===== config.mk =====
export PLATFORM = sky130hd
export DESIGN_NAME = axid_evt_filter
export DESIGN_NICKNAME = d
export VERILOG_FILES = /design/src/rtl/axid_filt_pkg.sv /design/src/rtl/axid_filt_reg.sv /design/src/rtl/axid_chan_match.sv /design/src/rtl/axid_byte_acc.sv /design/src/rtl/axid_evt_filter.sv
export SDC_FILE = /design/constraint.sdc
export NUM_CORES = 1
export LEC_CHECK = 0
export BUFFER_PORTS_ARGS = -buffer_cell sky130_fd_sc_hd__buf_2
export CAP_MARGIN = 20
export CORE_UTILIZATION = 23
export CTS_BUF_LIST = sky130_fd_sc_hd__clkbuf_8
export DETAILED_ROUTE_END_ITERATION = 7
export GPL_ROUTABILITY_DRIVEN = 0
export PLACE_DENSITY_LB_ADDON = 0.15
export SLEW_MARGIN = 20
export SYNTH_ARGS = -nofsm -noshare
export SYNTH_HDL_FRONTEND = slang
export SYNTH_SLANG_ARGS = --single-unit

===== constraint.sdc =====
create_clock -name clk -period 5.3 [get_ports clk]
set_clock_uncertainty 0.1 [all_clocks]
set_input_delay 1.06 -clock clk [delete_from_list [all_inputs] [get_ports clk]]
set_output_delay 1.06 -clock clk [all_outputs]
set_load 0.01 [all_outputs]

===== src/rtl/axid_filt_pkg.sv =====
package axid_filt_pkg;
  localparam int FID_W = 16;

  typedef struct packed {
    logic [FID_W-1:0] inv_mask;
    logic [FID_W-1:0] target;
  } filt_cfg_t;

  // Qualification rule: every bit cleared in the stored inverted mask is compared.
  function automatic logic id_qualifies(filt_cfg_t c, logic [FID_W-1:0] id);
    return ((id ^ c.target) & ~c.inv_mask) == '0;
  endfunction
endpackage


===== src/rtl/axid_filt_reg.sv =====
module axid_filt_reg
  import axid_filt_pkg::*;
(
  input  logic        clk,
  input  logic        rst_n,
  input  logic        wr_en,
  input  logic [31:0] wr_data,
  output filt_cfg_t   cfg
);
  always_ff @(posedge clk) begin
    if (!rst_n)     cfg <= '0;
    else if (wr_en) cfg <= filt_cfg_t'(wr_data);
  end
endmodule


===== src/rtl/axid_chan_match.sv =====
module axid_chan_match
  import axid_filt_pkg::*;
#(
  parameter int ID_W    = 16,
  parameter int LEN_W   = 8,
  parameter int SIZE_W  = 3,
  parameter int BURST_W = LEN_W + (1 << SIZE_W)
)(
  input  logic               clk,
  input  logic               rst_n,
  input  filt_cfg_t          cfg,
  input  logic               valid,
  input  logic               ready,
  input  logic [ID_W-1:0]    id,
  input  logic [LEN_W-1:0]   len,
  input  logic [SIZE_W-1:0]  size,
  output logic               hit_now,
  output logic               hit_q,
  output logic [BURST_W-1:0] burst_bytes
);
  logic [FID_W-1:0]   id_ext;
  logic [BURST_W-1:0] beats;

  assign id_ext      = FID_W'(id);
  assign hit_now     = valid && ready && id_qualifies(cfg, id_ext);
  assign beats       = BURST_W'(len) + BURST_W'(1);
  assign burst_bytes = beats << size;

  always_ff @(posedge clk) begin
    if (!rst_n) hit_q <= 1'b0;
    else        hit_q <= hit_now;
  end
endmodule


===== src/rtl/axid_byte_acc.sv =====
module axid_byte_acc #(
  parameter int IN_W  = 16,
  parameter int ACC_W = 32
)(
  input  logic             clk,
  input  logic             rst_n,
  input  logic             clr,
  input  logic             add_en,
  input  logic [IN_W-1:0]  add_val,
  output logic [ACC_W-1:0] acc_q
);
  localparam int SUM_W = ((ACC_W > IN_W) ? ACC_W : IN_W) + 1;

  logic [SUM_W-1:0] sum;
  logic             sat;

  assign sum = SUM_W'(acc_q) + SUM_W'(add_val);
  assign sat = |sum[SUM_W-1:ACC_W];

  always_ff @(posedge clk) begin
    if (!rst_n)      acc_q <= '0;
    else if (clr)    acc_q <= '0;
    else if (add_en) acc_q <= sat ? '1 : sum[ACC_W-1:0];
  end
endmodule


===== src/rtl/axid_evt_filter.sv =====
module axid_evt_filter
  import axid_filt_pkg::*;
#(
  parameter int ID_W     = 16,
  parameter int LEN_W    = 8,
  parameter int SIZE_W   = 3,
  parameter int ACC_W    = 32,
  parameter bit ENHANCED = 1'b1
)(
  input  logic              clk,
  input  logic              rst_n,
  input  logic              cfg_we,
  input  logic [31:0]       cfg_wdata,
  output logic [31:0]       cfg_rdata,
  input  logic              ar_valid,
  input  logic              ar_ready,
  input  logic [ID_W-1:0]   ar_id,
  input  logic [LEN_W-1:0]  ar_len,
  input  logic [SIZE_W-1:0] ar_size,
  input  logic              aw_valid,
  input  logic              aw_ready,
  input  logic [ID_W-1:0]   aw_id,
  input  logic [LEN_W-1:0]  aw_len,
  input  logic [SIZE_W-1:0] aw_size,
  output logic              rd_hit,
  output logic              wr_hit,
  output logic [ACC_W-1:0]  rd_bytes,
  output logic [ACC_W-1:0]  wr_bytes
);
  localparam int BURST_W = LEN_W + (1 << SIZE_W);
  localparam int NCH     = 2;

  filt_cfg_t          cfg_q;
  logic [NCH-1:0]     ch_valid, ch_ready, ch_hit_now, ch_hit_q;
  logic [ID_W-1:0]    ch_id   [NCH];
  logic [LEN_W-1:0]   ch_len  [NCH];
  logic [SIZE_W-1:0]  ch_size [NCH];
  logic [BURST_W-1:0] ch_burst[NCH];
  logic [ACC_W-1:0]   ch_acc  [NCH];

  axid_filt_reg u_reg (
    .clk     (clk),
    .rst_n   (rst_n),
    .wr_en   (cfg_we),
    .wr_data (cfg_wdata),
    .cfg     (cfg_q)
  );
  assign cfg_rdata = cfg_q;

  // Channel 0 is the read address channel, channel 1 the write address channel.
  assign ch_valid   = {aw_valid, ar_valid};
  assign ch_ready   = {aw_ready, ar_ready};
  assign ch_id[0]   = ar_id;
  assign ch_id[1]   = aw_id;
  assign ch_len[0]  = ar_len;
  assign ch_len[1]  = aw_len;
  assign ch_size[0] = ar_size;
  assign ch_size[1] = aw_size;

  for (genvar ch = 0; ch < NCH; ch++) begin : g_ch
    axid_chan_match #(
      .ID_W    (ID_W),
      .LEN_W   (LEN_W),
      .SIZE_W  (SIZE_W),
      .BURST_W (BURST_W)
    ) u_match (
      .clk         (clk),
      .rst_n       (rst_n),
      .cfg         (cfg_q),
      .valid       (ch_valid[ch]),
      .ready       (ch_ready[ch]),
      .id          (ch_id[ch]),
      .len         (ch_len[ch]),
      .size        (ch_size[ch]),
      .hit_now     (ch_hit_now[ch]),
      .hit_q       (ch_hit_q[ch]),
      .burst_bytes (ch_burst[ch])
    );

    if (ENHANCED) begin : g_acc
      axid_byte_acc #(
        .IN_W  (BURST_W),
        .ACC_W (ACC_W)
      ) u_acc (
        .clk     (clk),
        .rst_n   (rst_n),
        .clr     (cfg_we),
        .add_en  (ch_hit_now[ch]),
        .add_val (ch_burst[ch]),
        .acc_q   (ch_acc[ch])
      );
    end else begin : g_noacc
      assign ch_acc[ch] = '0;
    end
  end

  assign rd_hit   = ch_hit_q[0];
  assign wr_hit   = ch_hit_q[1];
  assign rd_bytes = ch_acc[0];
  assign wr_bytes = ch_acc[1];
endmodule


==> results of run 1 <==
sequential cells by signal, indices dropped and copies added, names as in the netlist:
signal                  flops
u_reg.cfg                  32
g_ch.g_acc.u_acc.acc_q     64
g_ch.u_match.hit_q          2
metal layers:
metal	global-route usage	share of wire	vias to the layer above	wire length (um)
li1	-	-	3414	-
met1	0.195	0.49	2951	10400
met2	0.242	0.46	122	9760
met3	0.0286	0.041	12	866
met5	0	0	-	0
met4	0.0350	0.010	0	214
area by class of cell:
type	instances	share of cell area
multi-input combinational	711	0.547
sequential	98	0.240
timing repair buffer	199	0.125
tap	378	0.0578
clock buffer	9	0.0151
clock inverter	7	0.00887
inverter	15	0.00688
antenna	1	0.000306
per-stage QoR:
step | area [um^2] | util
floorplan | 6640 | -
global placement | 7970 | 0.284
detailed placement | 7970 | 0.284
CTS | 8170 | 0.291
global route | 8180 | 0.291
finish | 8180 | 0.291
cell families (layout without fill, tap and decap cells):
group | after synthesis | after routing
buffers and inverters | 54 | 230
and+or+nand+nor | 309 | 309
other | 0 | 1
xor gates and xnor gates | 79 | 79
DFF | 98 | 98
muxes | 48 | 48
adders and majority gates | 36 | 36
AOI/OAI and AO/OA | 239 | 239
report_power, final:
part / total (uW) / switching [uW] / internal [uW] / leakage (uW)
Combinational: 312 / 178 / 134 / 0.00284
Sequential: 771 / 20.0 / 751 / 0.000796
Clock: 511 / 325 / 185 / 0.0000966
Total: 1590 / 523 / 1070 / 0.00373
final timing paths:
kind	from	to	slack (ps)	cells after the start
worst min-delay path	g_ch[0].g_acc.u_acc.acc_q[24]	g_ch[0].g_acc.u_acc.acc_q[24]	450	2
worst max-delay path	aw_len[0]	g_ch[1].g_acc.u_acc.acc_q[17]	650	17
worst max register to register	g_ch[1].g_acc.u_acc.acc_q[0]	g_ch[1].g_acc.u_acc.acc_q[17]	2150	10
worst min register to register	g_ch[0].g_acc.u_acc.acc_q[24]	g_ch[0].g_acc.u_acc.acc_q[24]	450	2
cells in the final DEF (no fill, tap or decap), drive strengths merged, types with 11 or more instances in the layout:
| master | count |
|---|---|
| buf | 199 |
| nor2 | 122 |
| dfxtp | 98 |
| a21oi | 91 |
| nand2 | 74 |
| o21ai | 74 |
| xnor2 | 57 |
| mux2i | 44 |
| ha | 34 |
| nand3 | 30 |
| xor2 | 22 |
| inv | 17 |
| nor3 | 16 |
| and3 | 14 |
| a21o | 13 |
| nand4 | 11 |
worst min-delay path, cell delays in order, from the launching register on:
cell and delay, ps:
sky130_fd_sc_hd__dfxtp_1 360, sky130_fd_sc_hd__nor2_1 110, sky130_fd_sc_hd__nor3_1 50
==> results.md, run 1 <==
- **result of the run** completed
- **# nets final** 1163
- **final number of setup-violating endpoints** 0
- **remaining global-route overflow** 0
- **measured slew at the worst slew-check pin** 697 ps
- **Cells after Synth** 863
- **cell-by-cell listing of the critical path** buf_2, ha_1, nand3_1, a21oi_1, nor2_1, a211oi_1, mux2i_1, mux2i_1, ha_1, a2111oi_0, o21ai_0, a41o_1, a21oi_1, o21ai_0, and2b_1, nand3_1, o21ai_1
- **share of the synthesized area in the top cell type** 0.295
- **highest achievable clock rate** 215 MHz
- **area of the multi-input gates** 4470 um^2
- **synthesized flop and latch total** 98
- **antenna-violating nets left** 0
- **Critical Path AT** 4830 ps
- **RSZ-0062 raised after global routing** false
- **DR WL/cell** 14.9 um
- **total clock buffers created by CTS** 9
- **total negative setup slack** 0 ps
- **type of the worst setup path** in -> reg
- **total global-route track usage** 0.146
- **cell type with the highest aggregate area in the netlist** sky130_fd_sc_hd__dfxtp_1
- **total wire length** 21200 um
- **fraction of synthesized area in multiplexers** 0.0731
- **number of rows in the core area** 61
- **cells taking the most area after synthesis** sky130_fd_sc_hd__dfxtp_1 (30%), sky130_fd_sc_hd__xnor2_1 (7.5%), sky130_fd_sc_hd__nor2_1 (6.9%)
- **master of the slowest instance on the critical path** sky130_fd_sc_hd__ha_1
- **Synth Area in XOR/XNOR** 0.104
- **fraction of the yosys area taken by sequential cells** 0.295
- **share of synthesized flip-flops with an asynchronous set or reset** 0
- **hold_ws** 446 ps
- **Buffers & Inverters on Critical Path** 1
- **non-filler instance count after layout** 1418
- **most numerous cell in the Yosys netlist** sky130_fd_sc_hd__nor2_1
- **crit path launch type** primary input
- **Avg Vias per Cell** 4.58
- **remaining design rule violation count** 0
- **area share of fa/ha/maj cells after synthesis** 0.0701
- **post-synthesis compound-gate area fraction** 0.210
- **total chip power** 1590 uW
- **clock-pin transition on the worst setup and hold timing paths** 130 ps
- **antenna violations before repair** 1
- **Die Span X** 172 um
- **buffers inserted during post-CTS setup optimization** 0
- **reported max-cap violation count** 0
- **largest net degree at the start of global routing** 35
- **count of routing violations after the opening detailed-route iteration** 278
- **placeable core region** 28100 um^2
- **post-synthesis cell type count** 57
- **sum of net half-perimeters after detailed placement** 16300 um
- **FILL cells** 3159
- **worst voltage drop across the vdd grid** 0.0000905 V
- **CP required** 5480 ps
- **Final min period** 4650 ps
- **post-synthesis net count** 992
- **total instance count after detailed placement** 1401
- **DRT Pass-1 Iters** 7
- **global-route wire length before repair** 33900 um
- **final worst path period share** 0.877
- **count of endpoints failing hold in the final timing report** 0
- **number of sinks driven by the clock tree** 98
- **netlist area before placement** 6640 um^2
- **vias post-DR** 6499
- **Max-Slew Margin vs Limit** 0.535
- **Final Max Slew Viols** 0
- **sequential cell area** 1960 um^2
- **Bufs on Longest Clock Path** 2
- **share of cells above drive strength 1** 0.218
- **simple-gate share of the synthesized area** 0.214
- **area growth from synthesis to layout** 23.1%
- **warning count from the yosys run** 0
- **setup slack after layout** 653 ps
- **number of enable-type register cells in the synthesized netlist** 0
- **root buf cell** sky130_fd_sc_hd__clkbuf_8
- **dominant delay contributor by cell family on the critical path** compound AO/OA/AOI/OAI gates
- **Slowest Stage Delay on Critical Path** 390 ps
- **placement-stage worst setup slack** 262 ps
- **TritonCTS clock tree** done
- **CTS H-Tree Depth** 3
- **clock latency on the worst-skew pair** 390 ps
- **main flop type after synthesis** sky130_fd_sc_hd__dfxtp_1
- **io pins** 191
- **largest family of logic cells by synthesized area** simple AND/OR/NAND/NOR gates
- **highest fanout seen on the critical path** 15
- **count of instances resized after the clock tree is built** 0
- **area of the die** 29600 um^2
- **Port Buf Inserts** 190
- **kind of end point of the critical path** flop
- **die span in y** 172 um
- **top cells by instance count after synthesis** sky130_fd_sc_hd__nor2_1 (122), sky130_fd_sc_hd__dfxtp_1 (98), sky130_fd_sc_hd__a21oi_1 (91)
- **hold crit path type** reg -> reg
- **via count of the first global-routing pass** 6336
- **count of hold-fix buffers inserted at cts** 0
- **Initial Util** 0.236
- **average cell area after synthesis** 7.70 um^2
- **LEAKAGE** 0.00373 uW
- **power density relative to cell area** 195 nW/um^2
(Power assumes the default switching activity.)
==> inputs of run 2 (changes only) <==
--- a/config.mk
+++ b/config.mk
@@ -7,6 +7,9 @@
 export LEC_CHECK = 0
 export BUFFER_PORTS_ARGS = -buffer_cell sky130_fd_sc_hd__buf_2
 export CAP_MARGIN = 20
+export CELL_PAD_IN_SITES_DETAIL_PLACEMENT = 1
+export CELL_PAD_IN_SITES_GLOBAL_PLACEMENT = 1
+export CORE_MARGIN = 5
 export CORE_UTILIZATION = 23
 export CTS_BUF_LIST = sky130_fd_sc_hd__clkbuf_8
 export DETAILED_ROUTE_END_ITERATION = 7
==> results.md, run 2 (synthesis gave the netlist of run 1 again) <==
- **result of the run** completed
- **LEAKAGE** 0.00375 uW, +0.54%
- **final cell area excluding filler cells** 8210 um^2, +0.43%
- **largest net degree at the start of global routing** 35, unchanged
- **total global-route track usage** 0.141, -0.00558
- **antenna violations before repair** 3, +2
- **Buffers & Inverters on Critical Path** 1, unchanged
- **Initial Util** 0.232, -0.00444
- **via count of the first global-routing pass** 7024, +11%
- **final number of setup-violating endpoints** 0, unchanged
- **largest reg by FF count** g_ch.g_acc.u_acc.acc_q
- **crit path launch type** primary input
- **CTS H-Tree Depth** 3, unchanged
- **total clock buffers created by CTS** 9, unchanged
- **commonest non-fill, non-tap cell in the layout** sky130_fd_sc_hd__buf_2
- **# nets final** 1163, unchanged
- **TritonCTS clock tree** done
- **highest achievable clock rate** 213 MHz, -1.0%
- **Port Buf Inserts** 190, unchanged
- **number of rows in the core area** 62, +1.6%
- **global-route wire length before repair** 38100 um, +13%
- **Die Span X** 180 um, +4.7%
- **remaining design rule violation count** 0, unchanged
- **Largest register FFs** 64, unchanged
- **kind of end point of the critical path** flop
- **Critical Path AT** 4870 ps, +40 ps
- **vias post-DR** 6685, +2.9%
- **CP required** 5470 ps, about the same
- **io pins** 191, unchanged
- **Max-Slew Margin vs Limit** 0.310, -0.225
- **cell seen most often among critical-path stages** sky130_fd_sc_hd__mux2i_1
- **RSZ-0062 raised after global routing** false
- **antenna-violating nets left** 0, unchanged
- **root buf cell** sky130_fd_sc_hd__clkbuf_8
- **hold crit path type** reg -> reg
- **area of the die** 32400 um^2, +9.5%
- **registers with the most flip-flops** g_ch.g_acc.u_acc.acc_q x64, u_reg.cfg x32, g_ch.u_match.hit_q x2
- **slack of the worst reg-to-reg path** 2100 ps, -50 ps
- **buffers inserted during post-CTS setup optimization** 0, unchanged
- **power density relative to cell area** 203 nW/um^2, +4.4%
- **leading cell types in the layout, fill and taps excluded** sky130_fd_sc_hd__buf_2 (190), sky130_fd_sc_hd__nor2_1 (121), sky130_fd_sc_hd__dfxtp_1 (98)
- **worst voltage drop across the vdd grid** 0.000139 V, +53%
- **count of endpoints failing hold in the final timing report** 0, unchanged
- **Final min period** 4690 ps, +47.9 ps
- **total instance count after detailed placement** 1407, +0.43%
- **DRT Pass-1 Iters** 4, -3
- **count of hold-fix buffers inserted at cts** 0, unchanged
- **highest fanout seen on the critical path** 15, unchanged
- **cell-by-cell listing of the critical path** buf_2, ha_1, nand3_1, a21oi_1, nor2_1, a211oi_1, mux2i_1, mux2i_1, ha_1, a2111oi_0, o21ai_0, a41o_1, a21oi_1, o21ai_0, and2b_1, nand3_1, mux2i_1, nor2_1
- **master of the slowest instance on the critical path** sky130_fd_sc_hd__a2111oi_0
- **total wire length** 23300 um, +9.8%
- **sum of net half-perimeters after detailed placement** 18200 um, +12%
- **Final Max Slew Viols** 0, unchanged
- **count of instances resized after the clock tree is built** 0, unchanged
- **dominant delay contributor by cell family on the critical path** compound AO/OA/AOI/OAI gates
- **total negative setup slack** 0 ps, unchanged
- **die span in y** 180 um, +4.7%
- **final worst path period share** 0.886, +0.00904
- **share of cells above drive strength 1** 0.217, -0.000962
- **reported max-cap violation count** 0, unchanged
- **non-filler instance count after layout** 1423, +0.35%
- **DR WL/cell** 16.4 um, +9.4%
- **clock latency on the worst-skew pair** 380 ps, about the same
- **number of sinks driven by the clock tree** 98, unchanged
- **count of routing violations after the opening detailed-route iteration** 220, -21%
- **clock-pin transition on the worst setup and hold timing paths** 110 ps, -20 ps
- **Slowest Stage Delay on Critical Path** 400 ps, about the same
- **Bufs on Longest Clock Path** 2, unchanged
- **area growth from synthesis to layout** 23.7%
- **Avg Vias per Cell** 4.70, +2.5%
- **placeable core region** 28600 um^2, +1.9%
- **type of the worst setup path** in -> reg
- **antenna cell count** 0, -1
- **measured slew at the worst slew-check pin** 1030 ps, +333 ps
- **cell area after placement** 7990 um^2, +0.20%
- **remaining global-route overflow** 0, unchanged
run 2: cell count changes in the layout (fill, tap and decap cells not counted), sizes merged:
cell    delta
bufinv     +2
clkinv     -3
diode      -1
inv        +1
run 2: layer usage:
metal / up-vias / wire length (um) / global-route usage
li1: 3411 / - / -
met1: 3136 / 11000 / 0.186
met2: 119 / 10900 / 0.236
met3: 13 / 1150 / 0.0366
met4: 6 / 160 / 0.0247
met5: - / 54 / 0
run 2: through the flow:
step / hold WS [ps] / total power [uW] / worst slack, ps / util
global route: 489 / 1780 / 129 / 0.287
global placement: 438 / 1110 / 154 / 0.279
floorplan: 445 / 986 / 851 / -
CTS: 462 / 1710 / 566 / 0.287
finish: 454 / 1670 / 605 / 0.287
detailed placement: 440 / 1110 / 141 / 0.279
run 2: worst paths after layout:
path                                                    from                             to  cells past startpoint
worst max-delay path                               aw_len[0]  g_ch[1].g_acc.u_acc.acc_q[20]                     18
worst min-delay path                           u_reg.cfg[19]                  u_reg.cfg[19]                      2
worst max register to register  g_ch[1].g_acc.u_acc.acc_q[0]  g_ch[1].g_acc.u_acc.acc_q[20]                     11
worst min register to register                 u_reg.cfg[19]                  u_reg.cfg[19]                      2
run 2: worst min-delay path: cells and delay by family, from the launching register on:
family / cells / cell delay [ps]
flops: 1 / 340
simple gates: 1 / 50
mux: 1 / 130
run 2: area by class of cell:
class                           instances  area (um^2)
Clock buffer                            9          124
Clock inverter                          7          100
Fill cell                            3564        20400
Inverter                               15         56.3
Multi-Input combinational cell        711         4470
Sequential cell                        98         1960
Tap cell                              384          480
Timing Repair Buffer                  199         1020
run 2: power breakdown:
| group | leakage, uW | internal (uW) | switching [uW] | total, uW |
|---|---|---|---|---|
| Sequential | 0.000796 | 751 | 17.8 | 768 |
| Clock | 0.000114 | 272 | 316 | 588 |
| Combinational | 0.00284 | 134 | 180 | 314 |
